==> src/rtl/pwm_buf_pkg.sv <==
package pwm_buf_pkg;
  localparam int ADDR_W = 3;

  localparam logic [ADDR_W-1:0] ADR_CTRL = 3'd0;
  localparam logic [ADDR_W-1:0] ADR_A    = 3'd1;
  localparam logic [ADDR_W-1:0] ADR_B    = 3'd2;
  localparam logic [ADDR_W-1:0] ADR_C    = 3'd3;
  localparam logic [ADDR_W-1:0] ADR_D    = 3'd4;

  typedef struct packed {
    logic at_clear;
    logic pair_b;
    logic pair_a;
    logic run;
  } ctrl_t;
endpackage

==> src/rtl/pwm_regs.sv <==
module pwm_regs
  import pwm_buf_pkg::*;
#(
  parameter int W = 16
) (
  input  logic              clk,
  input  logic              rst_n,
  input  logic              wr_en,
  input  logic [ADDR_W-1:0] wr_addr,
  input  logic [W-1:0]      wr_data,
  input  logic              hit_a,
  input  logic              hit_b,
  output ctrl_t             ctrl_o,
  output logic [W-1:0]      live_a_o,
  output logic [W-1:0]      live_b_o
);
  localparam logic [W-1:0] INIT = {W{1'b1}};

  ctrl_t        ctrl_q;
  logic [W-1:0] a_q, b_q, c_q, d_q;
  logic         load_a, load_b;

  assign load_a = ctrl_q.pair_a && (ctrl_q.at_clear ? hit_b : hit_a);
  assign load_b = ctrl_q.pair_b && hit_b;

  always_ff @(posedge clk or negedge rst_n) begin
    if (!rst_n) begin
      ctrl_q <= '0;
      a_q    <= INIT;
      b_q    <= INIT;
      c_q    <= INIT;
      d_q    <= INIT;
    end else begin
      if (wr_en && wr_addr == ADR_CTRL) ctrl_q <= ctrl_t'(wr_data[3:0]);
      if (wr_en && wr_addr == ADR_C)    c_q    <= wr_data;
      if (wr_en && wr_addr == ADR_D)    d_q    <= wr_data;
      if (load_a)                            a_q <= c_q;
      else if (wr_en && wr_addr == ADR_A)    a_q <= wr_data;
      if (load_b)                            b_q <= d_q;
      else if (wr_en && wr_addr == ADR_B)    b_q <= wr_data;
    end
  end

  assign ctrl_o   = ctrl_q;
  assign live_a_o = a_q;
  assign live_b_o = b_q;

  p_copy_clear_r6: assert property (@(posedge clk) disable iff (!rst_n)
    (ctrl_q.pair_a && ctrl_q.at_clear && hit_b) |=> (a_q == $past(c_q)));
  p_copy_match_r7: assert property (@(posedge clk) disable iff (!rst_n)
    (ctrl_q.pair_a && !ctrl_q.at_clear && hit_a) |=> (a_q == $past(c_q)));
  p_copy_b_r8: assert property (@(posedge clk) disable iff (!rst_n)
    (ctrl_q.pair_b && hit_b) |=> (b_q == $past(d_q)));
  p_shadow_quiet_r9: assert property (@(posedge clk) disable iff (!rst_n)
    (wr_en && (wr_addr == ADR_C || wr_addr == ADR_D) && !hit_a && !hit_b)
      |=> ($stable(a_q) && $stable(b_q)));
endmodule

==> src/rtl/pwm_counter.sv <==
module pwm_counter #(
  parameter int W = 16
) (
  input  logic         clk,
  input  logic         rst_n,
  input  logic         run,
  input  logic [W-1:0] live_a,
  input  logic [W-1:0] live_b,
  output logic [W-1:0] cnt_o,
  output logic         hit_a_o,
  output logic         hit_b_o
);
  logic [W-1:0] cnt_q;

  assign hit_a_o = run && (cnt_q == live_a);
  assign hit_b_o = run && (cnt_q == live_b);

  always_ff @(posedge clk or negedge rst_n) begin
    if (!rst_n)       cnt_q <= '0;
    else if (hit_b_o) cnt_q <= '0;
    else if (run)     cnt_q <= cnt_q + 1'b1;
  end

  assign cnt_o = cnt_q;

  p_hold_cnt_r2: assert property (@(posedge clk) disable iff (!rst_n)
    !run |=> $stable(cnt_q));
  p_wrap_r3: assert property (@(posedge clk) disable iff (!rst_n)
    (run && cnt_q == live_b) |=> (cnt_q == '0));
  p_step_r3: assert property (@(posedge clk) disable iff (!rst_n)
    (run && cnt_q != live_b) |=> (cnt_q == $past(cnt_q) + 1'b1));
endmodule

==> src/rtl/pwm_out.sv <==
module pwm_out (
  input  logic clk,
  input  logic rst_n,
  input  logic hit_a,
  input  logic hit_b,
  output logic pwm_o
);
  logic lvl_q;

  always_ff @(posedge clk or negedge rst_n) begin
    if (!rst_n)     lvl_q <= 1'b0;
    else if (hit_b) lvl_q <= 1'b0;
    else if (hit_a) lvl_q <= 1'b1;
  end

  assign pwm_o = lvl_q;

  p_hold_lvl_r2: assert property (@(posedge clk) disable iff (!rst_n)
    (!hit_a && !hit_b) |=> $stable(lvl_q));
  p_rise_r4: assert property (@(posedge clk) disable iff (!rst_n)
    (hit_a && !hit_b) |=> lvl_q);
  p_clear_wins_r5: assert property (@(posedge clk) disable iff (!rst_n)
    hit_b |=> !lvl_q);
endmodule

==> src/rtl/pwm_buf_timer.sv <==
module pwm_buf_timer
  import pwm_buf_pkg::*;
#(
  parameter int W = 16
) (
  input  logic              clk,
  input  logic              rst_n,
  input  logic              wr_en,
  input  logic [ADDR_W-1:0] wr_addr,
  input  logic [W-1:0]      wr_data,
  output logic [W-1:0]      cnt_o,
  output logic              pwm_o
);
  ctrl_t        ctrl;
  logic [W-1:0] live_a, live_b;
  logic         hit_a, hit_b;

  pwm_regs #(.W(W)) u_regs (
    .clk(clk), .rst_n(rst_n), .wr_en(wr_en), .wr_addr(wr_addr),
    .wr_data(wr_data), .hit_a(hit_a), .hit_b(hit_b),
    .ctrl_o(ctrl), .live_a_o(live_a), .live_b_o(live_b)
  );

  pwm_counter #(.W(W)) u_cnt (
    .clk(clk), .rst_n(rst_n), .run(ctrl.run), .live_a(live_a),
    .live_b(live_b), .cnt_o(cnt_o), .hit_a_o(hit_a), .hit_b_o(hit_b)
  );

  pwm_out u_out (
    .clk(clk), .rst_n(rst_n), .hit_a(hit_a), .hit_b(hit_b), .pwm_o(pwm_o)
  );
endmodule

==> config.mk <==
export PLATFORM = sky130hd
export DESIGN_NAME = pwm_buf_timer
export DESIGN_NICKNAME = d
export VERILOG_FILES = /design/src/rtl/pwm_buf_pkg.sv /design/src/rtl/pwm_regs.sv /design/src/rtl/pwm_counter.sv /design/src/rtl/pwm_out.sv /design/src/rtl/pwm_buf_timer.sv
export SDC_FILE = /design/constraint.sdc
export NUM_CORES = 1
export LEC_CHECK = 0
export BUFFER_PORTS_ARGS = -buffer_cell sky130_fd_sc_hd__clkbuf_2
export CAP_MARGIN = 15
export CELL_PAD_IN_SITES_DETAIL_PLACEMENT = 0
export CELL_PAD_IN_SITES_GLOBAL_PLACEMENT = 1
export CORE_MARGIN = 2
export CORE_UTILIZATION = 40
export DETAILED_ROUTE_END_ITERATION = 8
export PLACE_DENSITY_LB_ADDON = 0.1
export SYNTH_ARGS = -nofsm -noshare
export SYNTH_HDL_FRONTEND = slang
export SYNTH_HIERARCHICAL = 1
export SYNTH_SLANG_ARGS = --single-unit
==> constraint.sdc <==
create_clock -name clk -period 3.25 [get_ports clk]
set_input_delay 0.325 -clock clk [delete_from_list [all_inputs] [get_ports clk]]
set_output_delay 0.325 -clock clk [all_outputs]
set_load 0.01 [all_outputs]
==> parameters.txt, run 1 <==
Parameter                              Value

Finish
  Leading cell type in the layout, fill and taps excluded    sky130_fd_sc_hd__mux2_2
  Register area    0.00221 mm2
  Net total in the final layout    379
  Area taken by multi-input logic gates    0.00200 mm2
  Commonest non-fill, non-tap cells in the layout    91 x sky130_fd_sc_hd__mux2_2, 64 x sky130_fd_sc_hd__dfstp_2, 37 x sky130_fd_sc_hd__clkbuf_2
  Share of post-route cells with drive strength above 1    63.4%
  Number of filler cells placed in the layout    983
  Total non-filler cell area in the finished layout    0.00487 mm2
  Area grow syn2layout    12.6%
  Non-filler instance count after layout    497
  Antenna Cells    0
  Core Util, Final    46.8%

Outcome
  Status    completed

Place
  Worst slack at placement    0.421 ns
  Buffers on Ports    38
  Estimated wirelength of the detail-placed design    6470 um
  Inst Count DP    481
  Final GP Congestion    0.771
  Post-placement cell area    0.00465 mm2

Floorplan
  X dimension of the die    108 um
  Height of the die    108 um
  CORE AREA    0.0104 mm2
  Area of the die    0.0117 mm2
  Site Rows    37
  I/O pins    39
  Starting Density    41.5%

Timing
  Clock period minus worst slack    2.79 ns
  Relative slew margins    36.7%
  Final clock skew    0.0107 ns
  Number of hold violations in the final report    0
  Post-Route Setup TNS    0 ns
  RSZ-0062 raised after global routing    false
  Count of final setup violators    0
  Final Slew Violations    0
  Fmax achieved    0.358 GHz
  Worst Hold Slack    0.131 ns
  Actual transition at the worst max-transition pin    0.949 ns
  Final Cycle Share    86.0%
  Min setup slack post-route    0.457 ns

Detailed routing
  First-pass detailed-route iteration total    4
  Count of nets left with antenna violations after detail routing    0
  Routed wirelength normalized by instance count    18.9 um
  Residual DRC count    0
  Routed WL    9390 um
  Initial DRC Count    92
  Average vias per placed instance    5.17
  Count of vias placed by the detailed router    2571

Clock network
  Number of buffers added to fix hold violations after cts    0
  Clock edge transition at the registers on the reported setup and hold paths    0.09 ns
  Worst skew pair latency    0.35 ns
  Buffer depth of the longest clock path    2
  H-Tree Depth    3
  Quantity of gates resized following cts    0
  # Post-CTS Setup Buffers    0
  CTS Buf Count    9
  Cell chosen for the clock root    sky130_fd_sc_hd__clkbuf_8
  Clk sink count    85
  TritonCTS clock tree    yes

Logic synthesis
  Number of nets produced by synthesis    339
  Fraction of the yosys area taken by sequential cells    51.0%
  Yosys warnings    6
  EDFF count, synth    0
  Post-synthesis cell area    0.00433 mm2
  Count of distinct cell types in the synthesized netlist    37
  Register bit total from synthesis    85
  Async set or reset register ratio after synthesis    100%
  Number of standard cells after synthesis    316
  Top flip-flop cell by instance count after synthesis    sky130_fd_sc_hd__dfstp_2
  Mean cell area of the mapped netlist    13.7 um2

GRT
  Pin count of the biggest net entering global routing    74
  GR Overflow Total    0
  Global-route wire length before repair    15100 um
  Via count of the first global-routing pass    2629
  Antenna violations before repair    0
  Total GRT Usage    17.3%

Critical path
  Worst EP required    3.52 ns
  Worst setup startpoint    u_cnt/cnt_o[4]
  Endpoint type of the worst setup path    flip-flop
  CP Max Fanout    16
  Launching element type of the critical path    flip-flop
  Start-to-end type of the worst setup path    reg2reg
  Worst reg2reg path startpoint    u_cnt/cnt_o[4]
  Data arrival time of the critical path    3.07 ns

Power and ir drop
  Maximum ir drop on the vdd rail    310 uV
  Leak pwr    1.97 nW
  Final Power    3.12 mW
  Areal power density over the cells    641 mW/mm2

Job
  Max capacitance violation total    0

Hold path
  Min-delay worst type    in2async
[worst paths after layout]
check / endpoint / slack [ns] / depth (start not counted)
worst max-delay path: u_regs/live_a_o[12] / 0.46 / 7
worst min-delay path: u_regs/ctrl_o[1] / 0.13 / 1
worst max register to register: u_regs/live_a_o[12] / 0.46 / 7
worst min register to register: u_regs/ctrl_o[3] / 0.53 / 1
max in group asynchronous: u_regs/live_b_o[4] / 2.30 / 2
min in group clk: u_regs/c_q[5] / 0.25 / 2
[flip-flops by register name (all words and copies together) (netlist names)]
signal / flops
u_regs/c_q: 16
u_regs/live_b_o: 16
u_out/pwm_o: 1
u_regs/d_q: 16
u_regs/ctrl_o: 4
u_cnt/cnt_o: 16
u_regs/live_a_o: 16
[logic make-up (layout without fill, tap and decap cells)]
group | Yosys count | after routing | share of synthesized area [%]
AND/OR/NAND/NOR | 45 | 45 | 7.63
AO/OA/AOI/OAI | 22 | 22 | 3.24
buffers and inverters | 20 | 65 | 3.06
multiplexers | 101 | 101 | 26.3
adder cells (fa/ha/maj) | 1 | 1 | 0.289
flip-flops | 85 | 85 | 51.0
XOR/XNOR | 42 | 42 | 8.50
[metal layers]
layer  GRT usage (%)  wire length, um
met5               0                0
met4            4.21              114
met3            3.98              281
met2            27.5             4420
met1            24.1             4570
[synthesized netlist by cell type (all sizes together) (2+ instances only)]
cell,count,share of area (%)
and3,2,0.29
or3,3,0.43
xnor2,29,5.9
and4,3,0.61
clkbuf,3,0.29
xor2,13,2.6
mux2,101,26
o21ai,4,0.46
dfstp,64,39
a22oi,3,0.52
buf,16,2.7
nand4,13,1.9
and2,2,0.32
nand2b,2,0.29
nor4,3,0.78
nand3,4,1.0
nand2,8,0.69
a21oi,12,1.6
dfrtp,21,12
[final cells by class]
| cell class | instances | area share [%] |
|---|---|---|
| Sequential cell | 85 | 45.3 |
| Timing Repair Buffer | 48 | 5.50 |
| Clock inverter | 7 | 1.98 |
| Inverter | 1 | 0.0770 |
| Multi-Input combinational cell | 211 | 41.1 |
| Clock buffer | 9 | 2.54 |
| Tap cell | 136 | 3.49 |
[power by group]
group | switching, mW | internal (mW) | total, mW
sequential | 0.218 | 1.42 | 1.64
clock | 0.395 | 0.438 | 0.833
combinational | 0.281 | 0.374 | 0.655
total | 0.894 | 2.23 | 3.12
[critical path, cell delays in order, from the launching register on]
cell,delay (ns)
sky130_fd_sc_hd__dfrtp_1,0.51
sky130_fd_sc_hd__xor2_1,0.21
sky130_fd_sc_hd__nor4_1,0.31
sky130_fd_sc_hd__nand4_1,0.14
sky130_fd_sc_hd__nor4_1,0.37
sky130_fd_sc_hd__mux2_2,0.22
sky130_fd_sc_hd__nand2_1,0.47
sky130_fd_sc_hd__mux2_2,0.47
Power figures use the tool's default switching activity.
==> run 2, diff against run 1 <==
- clock period: 3.25 -> 2.65 ns (I/O delays scaled with it)
==> run 2 against run 1 <==
Against the previous run: utilization increased by 0.86 points; flip-flop and latch count unchanged; clock skew increased by 0.0061 ns; die area unchanged; clock power about the same; sequential power increased by 20%; setup slack got worse by 0.28 ns; register-to-register slack got worse by 0.28 ns; sequential share of layout area decreased by 0.82 points; cell area increased by 1.8%; maximum frequency increased by 13%; critical endpoint is now u_regs/live_b_o[6]; largest cell class unchanged.
==> parameters.txt, run 2 (synthesized netlist as in run 1, its figures left out) <==
Parameter                              Value

Outcome
  Status    completed (unchanged)

Power and ir drop
  Leak pwr    2.03 nW (was 1.97 nW)
  Areal power density over the cells    745 mW/mm2 (was 641 mW/mm2)
  Maximum ir drop on the vdd rail    374 uV (was 310 uV)

Finish
  Net total in the final layout    394 (was 379)
  Share of post-route cells with drive strength above 1    63.8% (was 63.4%)
  Leading cell type in the layout, fill and taps excluded    sky130_fd_sc_hd__mux2_2 (unchanged)
  Antenna Cells    0 (unchanged)
  Core Util, Final    47.6% (was 46.8%)
  Area grow syn2layout    14.7% (was 12.6%)
  Total non-filler cell area in the finished layout    0.00496 mm2 (was 0.00487 mm2)
  Commonest non-fill, non-tap cells in the layout    91 x sky130_fd_sc_hd__mux2_2, 64 x sky130_fd_sc_hd__dfstp_2, 37 x sky130_fd_sc_hd__clkbuf_2 (unchanged)

Critical path
  CP cell instances    xnor2_1, nand4_1, nor4_4, and2_2, nand2_1, buf_12, mux2_2, mux2_2 (was xor2_1, nor4_1, nand4_1, nor4_1, mux2_2, nand2_1, mux2_2)
  CP most frequent cell    sky130_fd_sc_hd__mux2_2
  Cell with the largest stage delay on the worst path    sky130_fd_sc_hd__dfstp_2 (was sky130_fd_sc_hd__dfrtp_1)
  Largest delay share family, worst path    simple AND/OR/NAND/NOR gates (unchanged)
  Data arrival time of the critical path    2.76 ns (was 3.07 ns)
  CP Max Fanout    14 (was 16)
  Worst EP required    2.94 ns (was 3.52 ns)
  Worst-case reg-to-reg path depth    8 (was 7)
  Worst reg2reg path endpoint    u_regs/live_b_o[6] (was u_regs/live_a_o[12])
  Worst Path Buf+Inv    1 (was 0)
  Worst reg2reg path startpoint    u_regs/live_b_o[11] (was u_cnt/cnt_o[4])
  CP peak stage delay    0.56 ns (was 0.51 ns)
  Worst setup slack for register-to-register paths    0.18 ns (was 0.46 ns)
  Endpoint type of the worst setup path    flip-flop (unchanged)
  Launching element type of the critical path    flip-flop (unchanged)
  Start-to-end type of the worst setup path    reg2reg (unchanged)

Timing
  Post-Route Setup TNS    0 ns (unchanged)
  Clock period minus worst slack    2.47 ns (was 2.79 ns)
  RSZ-0062 raised after global routing    false (unchanged)
  Final clock skew    0.0168 ns (was 0.0107 ns)
  Final Slew Violations    0 (unchanged)
  Actual transition at the worst max-transition pin    0.755 ns (was 0.949 ns)
  Fmax achieved    0.405 GHz (was 0.358 GHz)
  Final Cycle Share    93.2% (was 86.0%)
  Relative slew margins    49.7% (was 36.7%)
  Number of hold violations in the final report    0 (unchanged)
  Count of final setup violators    0 (unchanged)

Hold path
  Min-delay worst type    in2reg (was in2async)
  Hold path endpoint    u_regs/d_q[10]
  Hold Crit Start    wr_data[10]
  Cell depth of the worst min-delay path    2

Detailed routing
  First-pass detailed-route iteration total    4 (unchanged)
  Routed wirelength normalized by instance count    20.1 um (was 18.9 um)
  Routed WL    10300 um (was 9390 um)
  Average vias per placed instance    5.21 (was 5.17)
  Residual DRC count    0 (unchanged)
  Count of vias placed by the detailed router    2667 (was 2571)
  Initial DRC Count    113 (was 92)
  Count of nets left with antenna violations after detail routing    0 (unchanged)

Clock network
  Number of buffers added to fix hold violations after cts    1 (was 0)
  Worst skew pair latency    0.37 ns (was 0.35 ns)
  Clock edge transition at the registers on the reported setup and hold paths    0.08 ns (was 0.09 ns)
  Buffer depth of the longest clock path    2 (unchanged)
  Clk sink count    85 (unchanged)
  Cell chosen for the clock root    sky130_fd_sc_hd__clkbuf_8 (unchanged)
  TritonCTS clock tree    yes (unchanged)
  # Post-CTS Setup Buffers    0 (unchanged)
  CTS Buf Count    9 (unchanged)
  H-Tree Depth    3 (unchanged)
  Quantity of gates resized following cts    0 (unchanged)

Job
  Max capacitance violation total    0 (unchanged)

GRT
  GR Overflow Total    0 (unchanged)
  Via count of the first global-routing pass    2706 (was 2629)
  Antenna violations before repair    0 (unchanged)
  Global-route wire length before repair    16100 um (was 15100 um)
  Pin count of the biggest net entering global routing    59 (was 74)
  Total GRT Usage    19.0% (was 17.3%)

Floorplan
  Site Rows    37 (unchanged)
  CORE AREA    0.0104 mm2 (unchanged)
  Area of the die    0.0117 mm2 (unchanged)
  Starting Density    41.5% (unchanged)
  I/O pins    39 (unchanged)
  Height of the die    108 um (unchanged)
  X dimension of the die    108 um (unchanged)

Place
  Post-placement cell area    0.00478 mm2 (was 0.00465 mm2)
  Estimated wirelength of the detail-placed design    7180 um (was 6470 um)
  Final GP Congestion    0.846 (was 0.771)
  Buffers on Ports    38 (unchanged)
## run 2: changes by cell type in the layout (fill, tap and decap cells not counted), sizes merged
cell,previous run,this run
buf,11,25
bufinv,2,0
clkbuf,46,50
clkinv,1,2
dlygate4sd3,0,1
inv,4,1
## run 2: stage by stage
| step | power [mW] | hold slack, ns | setup slack (ns) | std cells |
|---|---|---|---|---|
| 6_report | 3.70 | 0.178 | 0.180 | 512 |
| 5_1_grt | 3.91 | 0.173 | 0.0499 | 512 |
| 4_1_cts | 3.76 | 0.163 | 0.146 | 512 |
| 3_5_place_dp | 2.89 | 0.391 | 0.171 | 495 |
| 3_3_place_gp | 2.87 | 0.390 | 0.144 | 495 |
| 2_1_floorplan | 2.56 | -0.0306 | 0.219 | 316 |
## run 2: how the worst max path moves through the flow
stage                                   start                  end  slack, ns  cells past startpoint
after floorplan                u_cnt/cnt_o[3]  u_regs/live_b_o[10]       0.22                      9
after global placement    u_regs/live_b_o[10]  u_regs/live_b_o[15]       0.14                      8
after detailed placement  u_regs/live_b_o[11]  u_regs/live_b_o[15]       0.17                      8
after CTS                 u_regs/live_b_o[11]  u_regs/live_b_o[15]       0.15                      8
after global routing      u_regs/live_b_o[11]  u_regs/live_b_o[14]       0.05                      8
final                     u_regs/live_b_o[11]   u_regs/live_b_o[6]       0.18                      8
## run 2: final cells by class
class                   instances  area (um2)
fillers                       984        5450
flip-flops and latches         85        2210
multi-input cells             211        2000
repair buffers                 63         408
well taps                     136         170
clock buffers                  13         149
clock inverters                 3        21.3
inverters                       1        3.75
## run 2: worst reg2reg max path: cells and delay by family (launching register included)
family	cells	cell delay, ns
AND/OR/NAND/NOR	4	0.92
flip-flops	1	0.56
multiplexers	2	0.55
buffers and inverters	1	0.24
XOR/XNOR	1	0.14
## run 2: per-layer routing
layer,up-vias,global-route usage (%),wire length (um)
met1,1344,26.3,4890
met2,65,29.6,4780
met3,16,3.98,464
li1,1242,-,-
met5,-,0,0
met4,0,6.50,173
## run 2: power by group
group / internal, mW / leakage [nW] / switching (mW)
combinational: 0.492 / 0.998 / 0.402
sequential: 1.74 / 0.948 / 0.231
clock: 0.368 / 0.0836 / 0.465
total: 2.60 / 2.03 / 1.10
